[config.mk]
export PLATFORM = sky130hd
export DESIGN_NAME = dmac_unit
export DESIGN_NICKNAME = d
export VERILOG_FILES = /design/src/rtl/dmac_pkg.sv /design/src/rtl/dmac_ctrl.sv /design/src/rtl/dmac_mult.sv /design/src/rtl/dmac_adder.sv /design/src/rtl/dmac_rdmux.sv /design/src/rtl/dmac_unit.sv
export SDC_FILE = /design/constraint.sdc
export NUM_CORES = 2
export LEC_CHECK = 0
export ABC_AREA = 1
export BUFFER_PORTS_ARGS = -buffer_cell sky130_fd_sc_hd__buf_2
export CAP_MARGIN = 25
export CORE_UTILIZATION = 34
export DETAILED_ROUTE_END_ITERATION = 16
export SLEW_MARGIN = 30
export SYNTH_ARGS = -nofsm -noshare
export SYNTH_HDL_FRONTEND = slang
export SYNTH_SLANG_ARGS = --single-unit
[constraint.sdc]
create_clock -name clk -period 19.7 [get_ports clk]
set_input_delay 3.94 -clock clk [delete_from_list [all_inputs] [get_ports clk]]
set_output_delay 3.94 -clock clk [all_outputs]
set_load 0.02 [all_outputs]
[src/rtl/dmac_pkg.sv]
package dmac_pkg;

    // Resolved operation for one cycle
    typedef enum logic [1:0] {
        OP_HOLD  = 2'd0,
        OP_MAC   = 2'd1,
        OP_DRAIN = 2'd2,
        OP_CLEAR = 2'd3
    } dmac_op_e;

    // Read port half select
    typedef enum logic [1:0] {
        SEL_PROD_LO = 2'd0,
        SEL_PROD_HI = 2'd1,
        SEL_ACC_LO  = 2'd2,
        SEL_ACC_HI  = 2'd3
    } dmac_sel_e;

    // Register update controls
    typedef struct packed {
        logic acc_en;
        logic acc_zero;
        logic prod_en;
        logic prod_zero;
    } dmac_ctl_t;

    // Priority: clear, then drain, then multiply-accumulate
    function automatic dmac_op_e pick_op(input logic clr, input logic drn, input logic mac);
        if (clr)      return OP_CLEAR;
        else if (drn) return OP_DRAIN;
        else if (mac) return OP_MAC;
        else          return OP_HOLD;
    endfunction

    function automatic dmac_ctl_t op_to_ctl(input dmac_op_e op);
        dmac_ctl_t c;
        c = '0;
        case (op)
            OP_CLEAR: begin
                c.acc_en    = 1'b1;
                c.acc_zero  = 1'b1;
                c.prod_en   = 1'b1;
                c.prod_zero = 1'b1;
            end
            OP_DRAIN: begin
                c.acc_en    = 1'b1;
                c.prod_en   = 1'b1;
                c.prod_zero = 1'b1;
            end
            OP_MAC: begin
                c.acc_en  = 1'b1;
                c.prod_en = 1'b1;
            end
            default: c = '0;
        endcase
        return c;
    endfunction

endpackage

[src/rtl/dmac_ctrl.sv]
module dmac_ctrl
    import dmac_pkg::*;
(
    input  logic      clr_go,
    input  logic      drain_go,
    input  logic      mac_go,
    output dmac_op_e  op,
    output dmac_ctl_t ctl
);
    always_comb begin
        op  = pick_op(clr_go, drain_go, mac_go);
        ctl = op_to_ctl(op);
    end
endmodule

[src/rtl/dmac_mult.sv]
module dmac_mult #(
    parameter int OP_W = 32
) (
    input  logic [OP_W-1:0]   a,
    input  logic [OP_W-1:0]   b,
    output logic [2*OP_W-1:0] p
);
    localparam int WIDE_W = 2 * OP_W;

    logic signed [WIDE_W-1:0] a_ext;
    logic signed [WIDE_W-1:0] b_ext;
    logic signed [WIDE_W-1:0] prod_s;

    // Sign-extend both operands, then keep the low WIDE_W bits of the product
    always_comb begin
        a_ext  = {{OP_W{a[OP_W-1]}}, a};
        b_ext  = {{OP_W{b[OP_W-1]}}, b};
        prod_s = a_ext * b_ext;
        p      = prod_s;
    end
endmodule

[src/rtl/dmac_adder.sv]
module dmac_adder #(
    parameter int W = 64
) (
    input  logic [W-1:0] x,
    input  logic [W-1:0] y,
    output logic [W-1:0] s
);
    // Modular sum; the carry out is discarded
    assign s = x + y;
endmodule

[src/rtl/dmac_rdmux.sv]
module dmac_rdmux
    import dmac_pkg::*;
#(
    parameter int OP_W = 32
) (
    input  logic [1:0]        sel,
    input  logic [2*OP_W-1:0] acc,
    input  logic [2*OP_W-1:0] prod,
    output logic [OP_W-1:0]   q
);
    always_comb begin
        case (dmac_sel_e'(sel))
            SEL_PROD_LO: q = prod[OP_W-1:0];
            SEL_PROD_HI: q = prod[2*OP_W-1:OP_W];
            SEL_ACC_LO:  q = acc[OP_W-1:0];
            default:     q = acc[2*OP_W-1:OP_W];
        endcase
    end
endmodule

[src/rtl/dmac_unit.sv]
module dmac_unit
    import dmac_pkg::*;
#(
    parameter int OP_W = 32
) (
    input  logic                clk,
    input  logic                rst,
    input  logic                mac_go,
    input  logic                drain_go,
    input  logic                clr_go,
    input  logic [OP_W-1:0]     a_in,
    input  logic [OP_W-1:0]     b_in,
    input  logic [1:0]          rd_sel,
    output logic [OP_W-1:0]     rd_data,
    output logic [2*OP_W-1:0]   acc_out,
    output logic [2*OP_W-1:0]   prod_out
);
    localparam int WIDE_W = 2 * OP_W;

    dmac_op_e          op;
    dmac_ctl_t         ctl;
    logic [WIDE_W-1:0] acc_q;
    logic [WIDE_W-1:0] prod_q;
    logic [WIDE_W-1:0] sum;
    logic [WIDE_W-1:0] mul;
    logic [WIDE_W-1:0] acc_d;
    logic [WIDE_W-1:0] prod_d;

    dmac_ctrl u_ctrl (
        .clr_go   (clr_go),
        .drain_go (drain_go),
        .mac_go   (mac_go),
        .op       (op),
        .ctl      (ctl)
    );

    dmac_mult #(.OP_W(OP_W)) u_mult (
        .a (a_in),
        .b (b_in),
        .p (mul)
    );

    // The accumulator always adds the product already held, never the fresh one
    dmac_adder #(.W(WIDE_W)) u_add (
        .x (acc_q),
        .y (prod_q),
        .s (sum)
    );

    always_comb begin
        acc_d  = ctl.acc_zero  ? '0 : sum;
        prod_d = ctl.prod_zero ? '0 : mul;
    end

    always_ff @(posedge clk) begin
        if (rst) begin
            acc_q  <= '0;
            prod_q <= '0;
        end else begin
            if (ctl.acc_en)  acc_q  <= acc_d;
            if (ctl.prod_en) prod_q <= prod_d;
        end
    end

    dmac_rdmux #(.OP_W(OP_W)) u_rd (
        .sel  (rd_sel),
        .acc  (acc_q),
        .prod (prod_q),
        .q    (rd_data)
    );

    assign acc_out  = acc_q;
    assign prod_out = prod_q;

endmodule

==> report_table.html <==
<table>
<tr><th>Metric</th><th>Value</th></tr>
<tr><th colspan="2">Setup path</th></tr>
<tr><td>Data required time at the worst endpoint</td><td>20.04 ns</td></tr>
<tr><td>Cell with the largest stage delay on the worst path</td><td>fa_1</td></tr>
<tr><td>Crit path kind</td><td>in2reg</td></tr>
<tr><td>Worst path buffer plus inverter count</td><td>9</td></tr>
<tr><td>Gate family responsible for the most delay along the worst path</td><td>adder cells</td></tr>
<tr><td>Highest cell delay on the worst timing path</td><td>0.84 ns</td></tr>
<tr><td>Arrival @ worst endpoint</td><td>11.89 ns</td></tr>
<tr><td>Startpoint type of the worst setup path</td><td>input pin</td></tr>
<tr><td>Max Fanout on Critical Path</td><td>32</td></tr>
<tr><td>Crit end category</td><td>flip-flop</td></tr>
<tr><th colspan="2">STA</th></tr>
<tr><td>Final sum of negative setup slack</td><td>0 ns</td></tr>
<tr><td>Layout Skew</td><td>~0.012 ns</td></tr>
<tr><td>Pins Over Slew Limit</td><td>0</td></tr>
<tr><td>Max transition margin</td><td>35.0%</td></tr>
<tr><td>Portion of the clock cycle consumed by the worst path in the final layout</td><td>between 50% and 60%</td></tr>
<tr><td>Actual transition at the worst max-transition pin</td><td>0.976 ns</td></tr>
<tr><td>Setup repair after global routing missed its margin</td><td>no</td></tr>
<tr><td>Max Freq</td><td>between 80 and 90 MHz</td></tr>
<tr><td>Min Tclk post-route</td><td>between 10 and 15 ns</td></tr>
<tr><td>Final-report setup violation count</td><td>0</td></tr>
<tr><td>Final Hold Vio Count</td><td>0</td></tr>
<tr><th colspan="2">CTS</th></tr>
<tr><td>CTS tree</td><td>done</td></tr>
<tr><td>Cells resized by post-CTS repair</td><td>0</td></tr>
<tr><td>Depth of the CTS H-tree</td><td>4</td></tr>
<tr><td>Clock transition at the registers of the reported paths</td><td>0.07 ns</td></tr>
<tr><td>Clk root buf</td><td>clkbuf_16</td></tr>
<tr><td>Number of clock buffers inserted by TritonCTS</td><td>17</td></tr>
<tr><td># Post-CTS Setup Buffers</td><td>0</td></tr>
<tr><td>Skew-Pair Late Insertion Delay</td><td>0.49 ns</td></tr>
<tr><td>CTS Hold Bufs</td><td>0</td></tr>
<tr><td>Maximum buffer depth of the clock tree</td><td>2</td></tr>
<tr><td>Total clock sinks</td><td>128</td></tr>
<tr><th colspan="2">Layout</th></tr>
<tr><td>Area Growth Syn to Fin</td><td>7.10%</td></tr>
<tr><td>Multi-input logic area</td><td>38600 µm²</td></tr>
<tr><td>Share of cells above drive strength 1</td><td>6.20%</td></tr>
<tr><td>Nets@finish</td><td>slightly above 8000</td></tr>
<tr><td>Combined flip-flop and latch cell area</td><td>2560 µm²</td></tr>
<tr><td>Number of fillers in the final layout</td><td>15200</td></tr>
<tr><th colspan="2">Yosys</th></tr>
<tr><td>Average cell area after synthesis</td><td>a little over 7 µm²</td></tr>
<tr><td>Most common library cells after synthesis</td><td>nand2_1, inv_1, fa_1, a21oi_1, ha_1</td></tr>
<tr><td>Largest area contributor in the netlist</td><td>fa_1</td></tr>
<tr><td>Most repeated cell in the gate-level netlist after synthesis</td><td>nand2_1</td></tr>
<tr><td>Distinct cells, synth</td><td>42</td></tr>
<tr><td>Post-synthesis instance area</td><td>49100 µm²</td></tr>
<tr><td>Share of synthesized flip-flops with an asynchronous set or reset</td><td>0%</td></tr>
<tr><td>Number of register bits inferred by synthesis</td><td>128</td></tr>
<tr><td>Portion of the post-synthesis area used by sequential elements</td><td>5.22%</td></tr>
<tr><td>Area share of the largest cell type after synthesis</td><td>between 40% and 50%</td></tr>
<tr><td>Yosys warnings</td><td>0</td></tr>
<tr><td>Top cells by area in the synthesized netlist</td><td>fa_1, nand2_1, inv_1</td></tr>
<tr><td>Number of nets in the synthesized netlist</td><td>8226</td></tr>
<tr><td>Top flip-flop cell by instance count after synthesis</td><td>dfxtp_1</td></tr>
<tr><td>Number of standard cells after synthesis</td><td>6825</td></tr>
<tr><td>Count of flip-flops with a built-in enable after synthesis</td><td>0</td></tr>
<tr><th colspan="2">Routing</th></tr>
<tr><td>Vias post-DR</td><td>42600</td></tr>
<tr><td>DRC errors left</td><td>0</td></tr>
<tr><td>Final antenna-violating net count</td><td>0</td></tr>
<tr><td>Number of violations reported at the end of detailed-routing iteration 0</td><td>between 3000 and 4000</td></tr>
<tr><td>First drt pass iteration count</td><td>6</td></tr>
<tr><td>Post-DR vias/cell</td><td>4.85</td></tr>
<tr><td>DRT Wirelength</td><td>168000 µm</td></tr>
<tr><td>Detail-routed net length per standard cell</td><td>19.2 µm</td></tr>
<tr><th colspan="2">Global routing</th></tr>
<tr><td>Vias in the first global route</td><td>44600</td></tr>
<tr><td>Total gr overflow</td><td>0</td></tr>
<tr><td>Global-route wire length before repair</td><td>266000 µm</td></tr>
<tr><td>Total GRT Usage</td><td>23.7%</td></tr>
<tr><td>Pin count of the biggest net entering global routing</td><td>89</td></tr>
<tr><td>Antenna violations before repair</td><td>9</td></tr>
<tr><th colspan="2">Placement</th></tr>
<tr><td>Number of buffers added on ports</td><td>230</td></tr>
<tr><td>Placer Congestion</td><td>1.01</td></tr>
<tr><td>Post-detailed-placement half-perimeter wirelength</td><td>141000 µm</td></tr>
<tr><th colspan="2">Floorplanning</th></tr>
<tr><td>Die height</td><td>382 µm</td></tr>
<tr><td>Number of rows created at floorplan</td><td>139</td></tr>
<tr><td>Top Ports</td><td>231</td></tr>
<tr><td>Chip Width</td><td>382 µm</td></tr>
<tr><td>Die area</td><td>146000 µm²</td></tr>
<tr><td>Initial core utilization</td><td>34.2%</td></tr>
<tr><td>Area of the core</td><td>143000 µm²</td></tr>
<tr><th colspan="2">Run</th></tr>
<tr><td>Max_cap viols</td><td>0</td></tr>
<tr><th colspan="2">Outcome</th></tr>
<tr><td>Run status</td><td>completed</td></tr>
<tr><th colspan="2">Hold path</th></tr>
<tr><td>Hold WC Path Type</td><td>reg2reg</td></tr>
</table>
## worst reg2reg max path, stage by stage (launching register included)
cell and delay (ns):
dfxtp_1 0.59, ha_1 0.41, nand2_2 0.16, inv_1 0.05, nand2_1 0.06, nand2_1 0.11, a21oi_1 0.44, nand3_1 0.41
or2_2 0.40, nand3_1 0.07, a21oi_1 0.08
## stage by stage
stage	instance area, µm²	instances	setup WS, ns	util (%)	hold WS, ns
after global routing	52600	8780	7.51	36.7	0.554
after CTS	52600	8776	8.13	36.7	0.510
after global placement	52000	8744	7.79	36.2	0.501
final	52600	8782	8.16	36.7	0.512
after floorplan	49100	6825	9.02	-	0.567
after detailed placement	52000	8744	7.62	36.2	0.502
## flip-flops by register name, indices dropped and copies added, names as in the netlist
| register | cells |
|---|---|
| acc_out | 64 |
| prod_out | 64 |
## cells in the final DEF, fill, tap and decap left out, drive strengths merged, types with 2 or more instances in the layout
| cell type | count |
|---|---|
| fa | 1083 |
| nand3b | 11 |
| nor3 | 28 |
| ha | 247 |
| xor2 | 4 |
| clkbuf | 17 |
| diode | 6 |
| nor2 | 248 |
| o21a | 2 |
| dfxtp | 128 |
| nand2 | 2188 |
| inv | 1882 |
| nor4 | 9 |
| buf | 260 |
| clkinv | 5 |
| and2 | 4 |
| a21o | 10 |
| or2 | 36 |
| o21bai | 24 |
| o21ai | 84 |
| bufinv | 2 |
| and3 | 2 |
| nand3 | 231 |
| a21oi | 294 |
| nand4 | 70 |
## final cells by class
class	count	share of cell area [%]
sequential	128	4.87
clock buffer	17	0.809
clock inverter	15	0.366
tap	1903	4.53
antenna	6	0.0285
inverter	1875	13.4
timing repair buffer	260	2.63
multi-input combinational	4578	73.4
## per-layer routing
metal / global-route usage (%) / part of all wire, %
met5: 0 / 0
met4: 6.87 / 3.1
met3: 2.48 / 6.0
met2: 39.6 / 47
met1: 32.2 / 43
## final timing paths
kind | depth (start not counted) | start | slack, ns | end
worst min-delay path | 2 | acc_out[51] | 0.51 | acc_out[51]
worst max-delay path | 29 | a_in[31] | 8.16 | prod_out[62]
worst max register to register | 10 | prod_out[22] | 16.78 | acc_out[23]
worst min register to register | 2 | acc_out[51] | 0.51 | acc_out[51]
## cells by family after synthesis
kind of cell	count (synthesis)	share of synthesized area (%)
buffers and inverters	2119	16.2
adders and majority gates	1330	50.4
DFF	128	5.22
xor gates and xnor gates	5	0.0891
AOI/OAI and AO/OA	415	4.53
and+or+nand+nor	2828	23.5
Power is left out: the tool's default activity adds up to more than one toggle a clock period on the data nets, which glitch-free logic cannot reach.
